--- config.mk ---
export PLATFORM = sky130hd
export DESIGN_NAME = hazard_ctrl
export DESIGN_NICKNAME = d
export VERILOG_FILES = /design/src/rtl/hz_pkg.sv /design/src/rtl/hz_fwd_sel.sv /design/src/rtl/hz_load_use.sv /design/src/rtl/hz_irq_seq.sv /design/src/rtl/hazard_ctrl.sv
export SDC_FILE = /design/constraint.sdc
export NUM_CORES = 1
export LEC_CHECK = 0
export BUFFER_PORTS_ARGS = -buffer_cell sky130_fd_sc_hd__buf_2
export CAP_MARGIN = 25
export CORE_UTILIZATION = 45
export CTS_BUF_LIST = sky130_fd_sc_hd__clkbuf_4
export CTS_CLUSTER_SIZE = 28
export DETAILED_ROUTE_END_ITERATION = 10
export GPL_TIMING_DRIVEN = 0
export PLACE_DENSITY = 0.86
export SLEW_MARGIN = 15
export SYNTH_ARGS = -nofsm -noshare
export SYNTH_HDL_FRONTEND = slang
export SYNTH_HIERARCHICAL = 1
export SYNTH_SLANG_ARGS = --single-unit
export TNS_END_PERCENT = 100
--- constraint.sdc ---
create_clock -name clk -period 2.7 [get_ports clk]
set_input_delay 0.27 -clock clk [delete_from_list [all_inputs] [get_ports clk]]
set_output_delay 0.27 -clock clk [all_outputs]
set_load 0.02 [all_outputs]
--- src/rtl/hz_pkg.sv ---
package hz_pkg;
  localparam int NOLD  = 3;
  localparam int SEL_W = 2;

  typedef enum logic [SEL_W-1:0] {
    FWD_RF   = 2'd0,
    FWD_DBUF = 2'd1,
    FWD_XBUF = 2'd2,
    FWD_MBUF = 2'd3
  } fwd_src_e;

  typedef enum logic {
    IRQ_IDLE  = 1'b0,
    IRQ_DRAIN = 1'b1
  } irq_state_e;
endpackage

--- src/rtl/hz_fwd_sel.sv ---
module hz_fwd_sel
  import hz_pkg::*;
#(
  parameter int REG_W = 5
) (
  input  logic [REG_W-1:0]            src,
  input  logic [NOLD-1:0]             valid,
  input  logic [NOLD-1:0]             wr,
  input  logic [NOLD-1:0][REG_W-1:0]  rd,
  output logic [SEL_W-1:0]            sel
);
  // index 0 is the youngest older stage; scanning oldest first lets the
  // youngest match overwrite the rest
  always_comb begin
    sel = SEL_W'(FWD_RF);
    for (int i = NOLD - 1; i >= 0; i--) begin
      if (valid[i] && wr[i] && (rd[i] == src) && (src != '0))
        sel = SEL_W'(i + 1);
    end
  end
endmodule

--- src/rtl/hz_load_use.sv ---
module hz_load_use #(
  parameter int REG_W = 5
) (
  input  logic             dec_valid,
  input  logic [REG_W-1:0] src_a,
  input  logic [REG_W-1:0] src_b,
  input  logic             ld_valid,
  input  logic             ld_wr,
  input  logic             ld_is_load,
  input  logic [REG_W-1:0] ld_rd,
  output logic             stall
);
  logic producer;
  logic hit_a, hit_b;

  assign producer = ld_valid && ld_wr && ld_is_load && (ld_rd != '0);
  assign hit_a    = (src_a == ld_rd);
  assign hit_b    = (src_b == ld_rd);
  assign stall    = dec_valid && producer && (hit_a || hit_b);
endmodule

--- src/rtl/hz_irq_seq.sv ---
module hz_irq_seq
  import hz_pkg::*;
#(
  parameter bit FLUSH_MODE = 1'b0
) (
  input  logic            clk,
  input  logic            rst_n,
  input  logic            irq_req,
  input  logic [NOLD-1:0] inflight,
  output logic            drain_on,
  output logic            irq_enter,
  output logic            irq_kill
);
  generate
    if (FLUSH_MODE) begin : g_flush
      assign drain_on  = 1'b0;
      assign irq_kill  = irq_req;
      assign irq_enter = irq_req;
    end else begin : g_drain
      irq_state_e state_q, state_d;
      logic       empty;

      assign empty = (inflight == '0);

      always_comb begin
        state_d = state_q;
        case (state_q)
          IRQ_IDLE:  if (irq_req) state_d = IRQ_DRAIN;
          IRQ_DRAIN: if (empty)   state_d = IRQ_IDLE;
          default:                state_d = IRQ_IDLE;
        endcase
      end

      always_ff @(posedge clk) begin
        if (!rst_n) state_q <= IRQ_IDLE;
        else        state_q <= state_d;
      end

      assign drain_on  = (state_q == IRQ_DRAIN) || irq_req;
      assign irq_enter = (state_q == IRQ_DRAIN) && empty;
      assign irq_kill  = 1'b0;

      // entry only with every older buffer empty
      a_r8_enter_empty: assert property (@(posedge clk) disable iff (!rst_n)
        irq_enter |-> (inflight == '0));
      // entry is a single-cycle pulse
      a_r8_enter_pulse: assert property (@(posedge clk) disable iff (!rst_n)
        irq_enter |=> !irq_enter);
    end
  endgenerate
endmodule

--- src/rtl/hazard_ctrl.sv ---
module hazard_ctrl
  import hz_pkg::*;
#(
  parameter int REG_W      = 5,
  parameter bit BR_PREDICT = 1'b0,
  parameter bit IRQ_FLUSH  = 1'b0
) (
  input  logic             clk,
  input  logic             rst_n,
  input  logic             dec_valid,
  input  logic             dec_is_branch,
  input  logic [REG_W-1:0] src_a,
  input  logic [REG_W-1:0] src_b,
  input  logic             dbuf_valid,
  input  logic             dbuf_wr,
  input  logic             dbuf_load,
  input  logic [REG_W-1:0] dbuf_rd,
  input  logic             xbuf_valid,
  input  logic             xbuf_wr,
  input  logic [REG_W-1:0] xbuf_rd,
  input  logic             mbuf_valid,
  input  logic             mbuf_wr,
  input  logic [REG_W-1:0] mbuf_rd,
  input  logic             br_resolved,
  input  logic             br_taken,
  input  logic             irq_req,
  output logic [1:0]       fwd_a,
  output logic [1:0]       fwd_b,
  output logic             hold_pc,
  output logic             hold_fbuf,
  output logic             bubble_dbuf,
  output logic             flush_fbuf,
  output logic             flush_xbuf,
  output logic             irq_enter
);
  localparam int NOPER = 2;

  logic [NOLD-1:0]            old_valid, old_wr;
  logic [NOLD-1:0][REG_W-1:0] old_rd;
  logic [NOPER-1:0][REG_W-1:0] srcs;
  logic [NOPER-1:0][SEL_W-1:0] sels;

  assign old_valid = {mbuf_valid, xbuf_valid, dbuf_valid};
  assign old_wr    = {mbuf_wr,    xbuf_wr,    dbuf_wr};
  assign old_rd    = {mbuf_rd,    xbuf_rd,    dbuf_rd};
  assign srcs      = {src_b, src_a};

  generate
    for (genvar k = 0; k < NOPER; k++) begin : g_oper
      hz_fwd_sel #(.REG_W(REG_W)) u_sel (
        .src   (srcs[k]),
        .valid (old_valid),
        .wr    (old_wr),
        .rd    (old_rd),
        .sel   (sels[k])
      );
    end
  endgenerate

  assign fwd_a = sels[0];
  assign fwd_b = sels[1];

  logic lu_stall;
  hz_load_use #(.REG_W(REG_W)) u_lu (
    .dec_valid  (dec_valid),
    .src_a      (src_a),
    .src_b      (src_b),
    .ld_valid   (dbuf_valid),
    .ld_wr      (dbuf_wr),
    .ld_is_load (dbuf_load),
    .ld_rd      (dbuf_rd),
    .stall      (lu_stall)
  );

  logic drain_on, irq_kill;
  hz_irq_seq #(.FLUSH_MODE(IRQ_FLUSH)) u_irq (
    .clk       (clk),
    .rst_n     (rst_n),
    .irq_req   (irq_req),
    .inflight  (old_valid),
    .drain_on  (drain_on),
    .irq_enter (irq_enter),
    .irq_kill  (irq_kill)
  );

  logic br_stall;
  generate
    if (BR_PREDICT) begin : g_pnt
      assign br_stall = 1'b0;
    end else begin : g_stall
      assign br_stall = dec_valid && dec_is_branch;
    end
  endgenerate

  logic take;
  assign take = br_resolved && br_taken;

  // priority: interrupt kill > taken flush > drain > load-use > branch stall
  always_comb begin
    hold_pc     = 1'b0;
    hold_fbuf   = 1'b0;
    bubble_dbuf = 1'b0;
    flush_fbuf  = 1'b0;
    flush_xbuf  = 1'b0;
    if (irq_kill) begin
      flush_fbuf  = 1'b1;
      bubble_dbuf = 1'b1;
      flush_xbuf  = 1'b1;
    end else if (take) begin
      flush_fbuf  = 1'b1;
      bubble_dbuf = 1'b1;
    end else if (drain_on || lu_stall) begin
      hold_pc     = 1'b1;
      hold_fbuf   = 1'b1;
      bubble_dbuf = 1'b1;
    end else if (br_stall) begin
      hold_pc     = 1'b1;
      flush_fbuf  = 1'b1;
    end
  end

  // taken resolution always flushes front and never holds
  a_r5_taken_flush: assert property (@(posedge clk) disable iff (!rst_n)
    take |-> (flush_fbuf && bubble_dbuf && !hold_pc && !hold_fbuf));
  // a held fetch buffer comes with a held PC and a decode bubble
  a_r4_hold_pair: assert property (@(posedge clk) disable iff (!rst_n)
    hold_fbuf |-> (hold_pc && bubble_dbuf));
  // register 0 never forwards
  a_r3_zero_src_a: assert property (@(posedge clk) disable iff (!rst_n)
    (fwd_a != FWD_RF) |-> (src_a != '0));
  a_r3_zero_src_b: assert property (@(posedge clk) disable iff (!rst_n)
    (fwd_b != FWD_RF) |-> (src_b != '0));
endmodule

Word-level counts from Yosys, hierarchy flattened
Cells that the tools add are included.
- reduce and logical (&&, ||, !) cells: 29
- equality and inequality tests: 8
- mux-type cells: 17
- bitwise gates (word level): 1
- operators by type and width (operator ; number):
    5-bit equality test ; 8
    1-bit logical AND ; 22
    5-bit nonzero test ; 3
    2-bit 2-to-1 mux ; 6
    1-bit 2-to-1 mux ; 10
    3-bit logical NOT ; 1
    1-bit logical OR ; 3
    1-bit case mux with 2 select lines ; 1
    1-bit NOT ; 1
- output and inout bits: 10
- bits of input ports: 39
- logic and storage cells: 56
- bits in registers: 1

Logic depth before layout (Yosys ltp)
- depth after elaboration: 8
- depth in mapped cells: 6

By module
The synthesis kept the hierarchy.
- modules (own cells, without submodules) (module ; area an instance (µm²) ; cells an instance ; sequential area each (µm²) ; times used):
    hz_fwd_sel ; 229.0 ; 29 ; 0.0 ; 2
    hz_load_use ; 137.6 ; 18 ; 0.0 ; 1
    hz_irq_seq ; 70.1 ; 7 ; 20.0 ; 1
    hazard_ctrl ; 53.8 ; 8 ; 0.0 ; 1

Worst setup path after synthesis
No wires, ideal clock.
- path type: input to output
- from: in src_a[0]
- to: out fwd_a[0]
- stages on the path: 4
- path buffers: 0
- arrival time: 1449 ps
- path slack: 981 ps
- data required time: 2430 ps
- cells stage by stage: or4_1 > nor2_2 > nor3_2 > o31ai_2
- longest elaborated chain between the ends: 6
- elaborated cells on any way between the ends: 13
- RTL lines (what ; RTL line ; RTL):
    from (decl) ; hazard_ctrl.sv:12 ; input logic [REG_W-1:0] src_a,
    5-bit equality test ; hz_fwd_sel.sv:17 ; if (valid[i] && wr[i] && (rd[i] == src) && (src != '0))
    1-bit logical AND (2 in series) ; hz_fwd_sel.sv:17 ;
    2-bit 2-to-1 mux (2 in series) ; hz_fwd_sel.sv:17 ;
    2-bit 2-to-1 mux * ; hz_fwd_sel.sv:17 ;
    to (decl) ; hazard_ctrl.sv:27 ; output logic [1:0] fwd_a,
Every way passes the cells marked *; elsewhere a longest branch is shown, timed or not.

Final worst setup path
- from: in dbuf_rd[1]
- to: out hold_pc
- longest elaborated chain between the ends: 7
- elaborated cells on any way between the ends: 10
- RTL lines (what ; RTL line ; RTL):
    from (decl) ; hazard_ctrl.sv:17 ; input logic [REG_W-1:0] dbuf_rd,
    5-bit nonzero test ; hz_load_use.sv:16 ; assign producer = ld_valid && ld_wr && ld_is_load && (ld_rd != '0);
    1-bit logical AND ; hz_load_use.sv:16 ;
    1-bit logical AND ; hz_load_use.sv:19 ; assign stall = dec_valid && producer && (hit_a || hit_b);
    1-bit logical AND * ; hz_load_use.sv:19 ;
    via lu_stall ; hazard_ctrl.sv:63 ; logic lu_stall;
    1-bit logical OR * ; hazard_ctrl.sv:112 ; end else if (drain_on || lu_stall) begin
    1-bit 2-to-1 mux * ; hazard_ctrl.sv:112 ;
    1-bit 2-to-1 mux * ; hazard_ctrl.sv:109 ; end else if (take) begin
    to (decl) ; hazard_ctrl.sv:29 ; output logic hold_pc,
The timed path passes the listed nets; every way through them passes the cells marked *.

==> results by group <==
Power and ir drop
  – Pwr Total: 0.172 mW
  – Peak VDD IR: 0.0787 mV
  – Leakage: 0.389 nW
  – P per Cell Area: 176 nW/um2

STA
  – Count of final max-slew check failures: 0
  – # setup viols final: 0
  – Hold Vio Cnt, Final: 0
  – Crit share post-route: 0.723
  – F_max: 0.512 GHz
  – Unrepaired setup endpoints after global routing: false
  – Final setup skew: 0 ps
  – Min Tclk post-route: 1950 ps
  – Fin Setup TNS: 0 ps

Finish
  – Max FFs per register: 1
  – Biggest register: u_irq/g_drain.state_q
  – # nets final: 179
  – Biggest regs: u_irq/g_drain.state_q x1
  – Share of cells above drive strength 1: 0.471
  – Antenna cells: 0
  – Non-Filler Instances: 154
  – Final Instance Area: 975 um2
  – Layout Area Growth over Synthesis: 35.5%

Global routing
  – Gr usage total: 0.244
  – Initial antenna violation count: 0
  – Total gr overflow: 0
  – Vias in the first global route: 820
  – Largest net degree at the start of global routing: 6
  – First-pass GRT wire length: 3550 um

Floorplanning
  – Vert. Die Dim: 42.0 um
  – Die area: 1760 um2
  – Starting density of the core: 0.478
  – Row count: 14
  – Core Box Area: 1510 um2
  – IO Count: 49
  – DIE WIDTH: 42.0 um

Drt
  – DRT Wirelength: 2030 um
  – DRC violations left: 0
  – Via count: 830
  – Avg Vias per Cell: 5.39
  – Drt first-iter violations: 16
  – WL/cell: 13.2 um
  – Final ANT Viol Nets: 0
  – Drt first pass iters: 4

Min path
  – Hold Crit Class: in2reg
  – Hold depth: 3

Setup path
  – CP required: 2430 ps
  – Worst EP arrival: 1680 ps
  – WS Path Type: in2out
  – Worst Setup End Kind: output pin
  – Crit Path Max Fanout: 5
  – Cells on worst reg2reg path: 2
  – Startpoint Class: primary input

Synth
  – FF+latch count, synth: 1
  – Synthesized area: 719 um2
  – Syn_nets: 130
  – Syn Inst Count: 91
  – Distinct cells, synth: 24
  – Mean post-synth cell area: 7.91 um2
  – Register area share after synthesis: 0.0278
  – Yosys Warn Count: 6

Clock tree
  – Clock transition at the registers of the reported paths: 0 ps
  – Clock latency on the worst-skew pair: 0 ps
  – Post-CTS Resized: 0
  – Setup Fix Bufs, Post-CTS: 0
  – Post-CTS Hold Fix Bufs: 0

Placement
  – I/O Buffers: 47
  – Placer Congestion: 0.862
  – Placed cell area: 975 um2
  – Post-DP HPWL: 1740 um
  – Dpl cells: 154

Status
  – Status: finished clean

Flow run
  – Max-cap violations: 0
-- report_power, final --
part,total (mW),switching (mW),internal [mW],leakage [nW]
combinational,0.155,0.0819,0.0728,0.380
clock,0,0,0,0
sequential,0.0170,0.000766,0.0163,0.00838
-- logic make-up after synthesis --
logic type / count (synthesis) / share of synthesized area
AO/OA/AOI/OAI: 10 / 0.130
XOR/XNOR: 40 / 0.487
buffers and inverters: 1 / 0.0104
flip-flops: 1 / 0.0278
other: 1 / 0.00521
AND/OR/NAND/NOR: 38 / 0.339
-- per-stage QoR --
stage          hold slack [ps]  setup slack [ps]  utilization
2_1_floorplan              406               981            -
3_3_place_gp               502               798        0.647
3_5_place_dp               521               753        0.647
4_1_cts                    518               760        0.647
5_1_grt                    552               618        0.647
6_report                   517               747        0.647
-- Yosys cell counts --
cell type	number	share of area
nor4_1	2	0.017
nand4_1	7	0.061
a21oi_2	1	0.012
nand2_1	4	0.021
conb_1	1	0.0052
a221oi_2	1	0.021
nor3_2	2	0.028
nor3_1	3	0.021
nor4b_4	1	0.033
o21ai_0	1	0.0069
buf_4	1	0.010
xnor2_1	32	0.39
a21oi_1	1	0.0069
nor2_1	2	0.010
or3_2	4	0.042
or4_1	2	0.021
o31ai_2	3	0.052
a21o_1	1	0.010
or2_2	1	0.0087
nand3_1	6	0.042
nor2_2	4	0.035
dfxtp_1	1	0.028
o21a_1	2	0.021
xor2_1	8	0.097
-- critical path, cell delays in order --
cell and delay [ps]:
buf_2 150, xor2_1 170, nor3_1 190, nand3_1 120
a221oi_2 370, nor2_2 110, a21oi_2 140, buf_2 170
-- area by class of cell --
type                       instances  area, um2
buffer                             1       7.51
tap                               16       20.0
multi-input combinational         89        692
timing repair buffer              47        235
sequential                         1       20.0
fill                             131        532
-- cell usage in the layout (no fill, tap or decap), drive strengths merged --
cell type and count:
conb 1, dfxtp 1, xnor2 32, or4 2, nor3 5, a21oi 2, o31ai 3, a21o 1
or2 1, xor2 8, a221oi 1, nor4b 1, nand4 7, o21ai 1, nor4 2, nand2 4
o21a 2, nor2 6, nand3 6, or3 4, buf 48
-- metal layers --
metal,vias up,GRT usage,wire length (um)
met1,371,0.330,871
li1,422,-,-
met2,33,0.428,1010
met4,0,0.0387,35
met3,4,0.0172,113
met5,-,0,0
-- path summary, 6_finish.rpt --
path                    startpoint                    end  slack [ps]
max                     dbuf_rd[1]                hold_pc         750
min                          rst_n  u_irq/g_drain.state_q         520
max reg2reg  u_irq/g_drain.state_q  u_irq/g_drain.state_q        1980
min reg2reg  u_irq/g_drain.state_q  u_irq/g_drain.state_q         520
No activity file was read; power rests on OpenSTA's default activity.
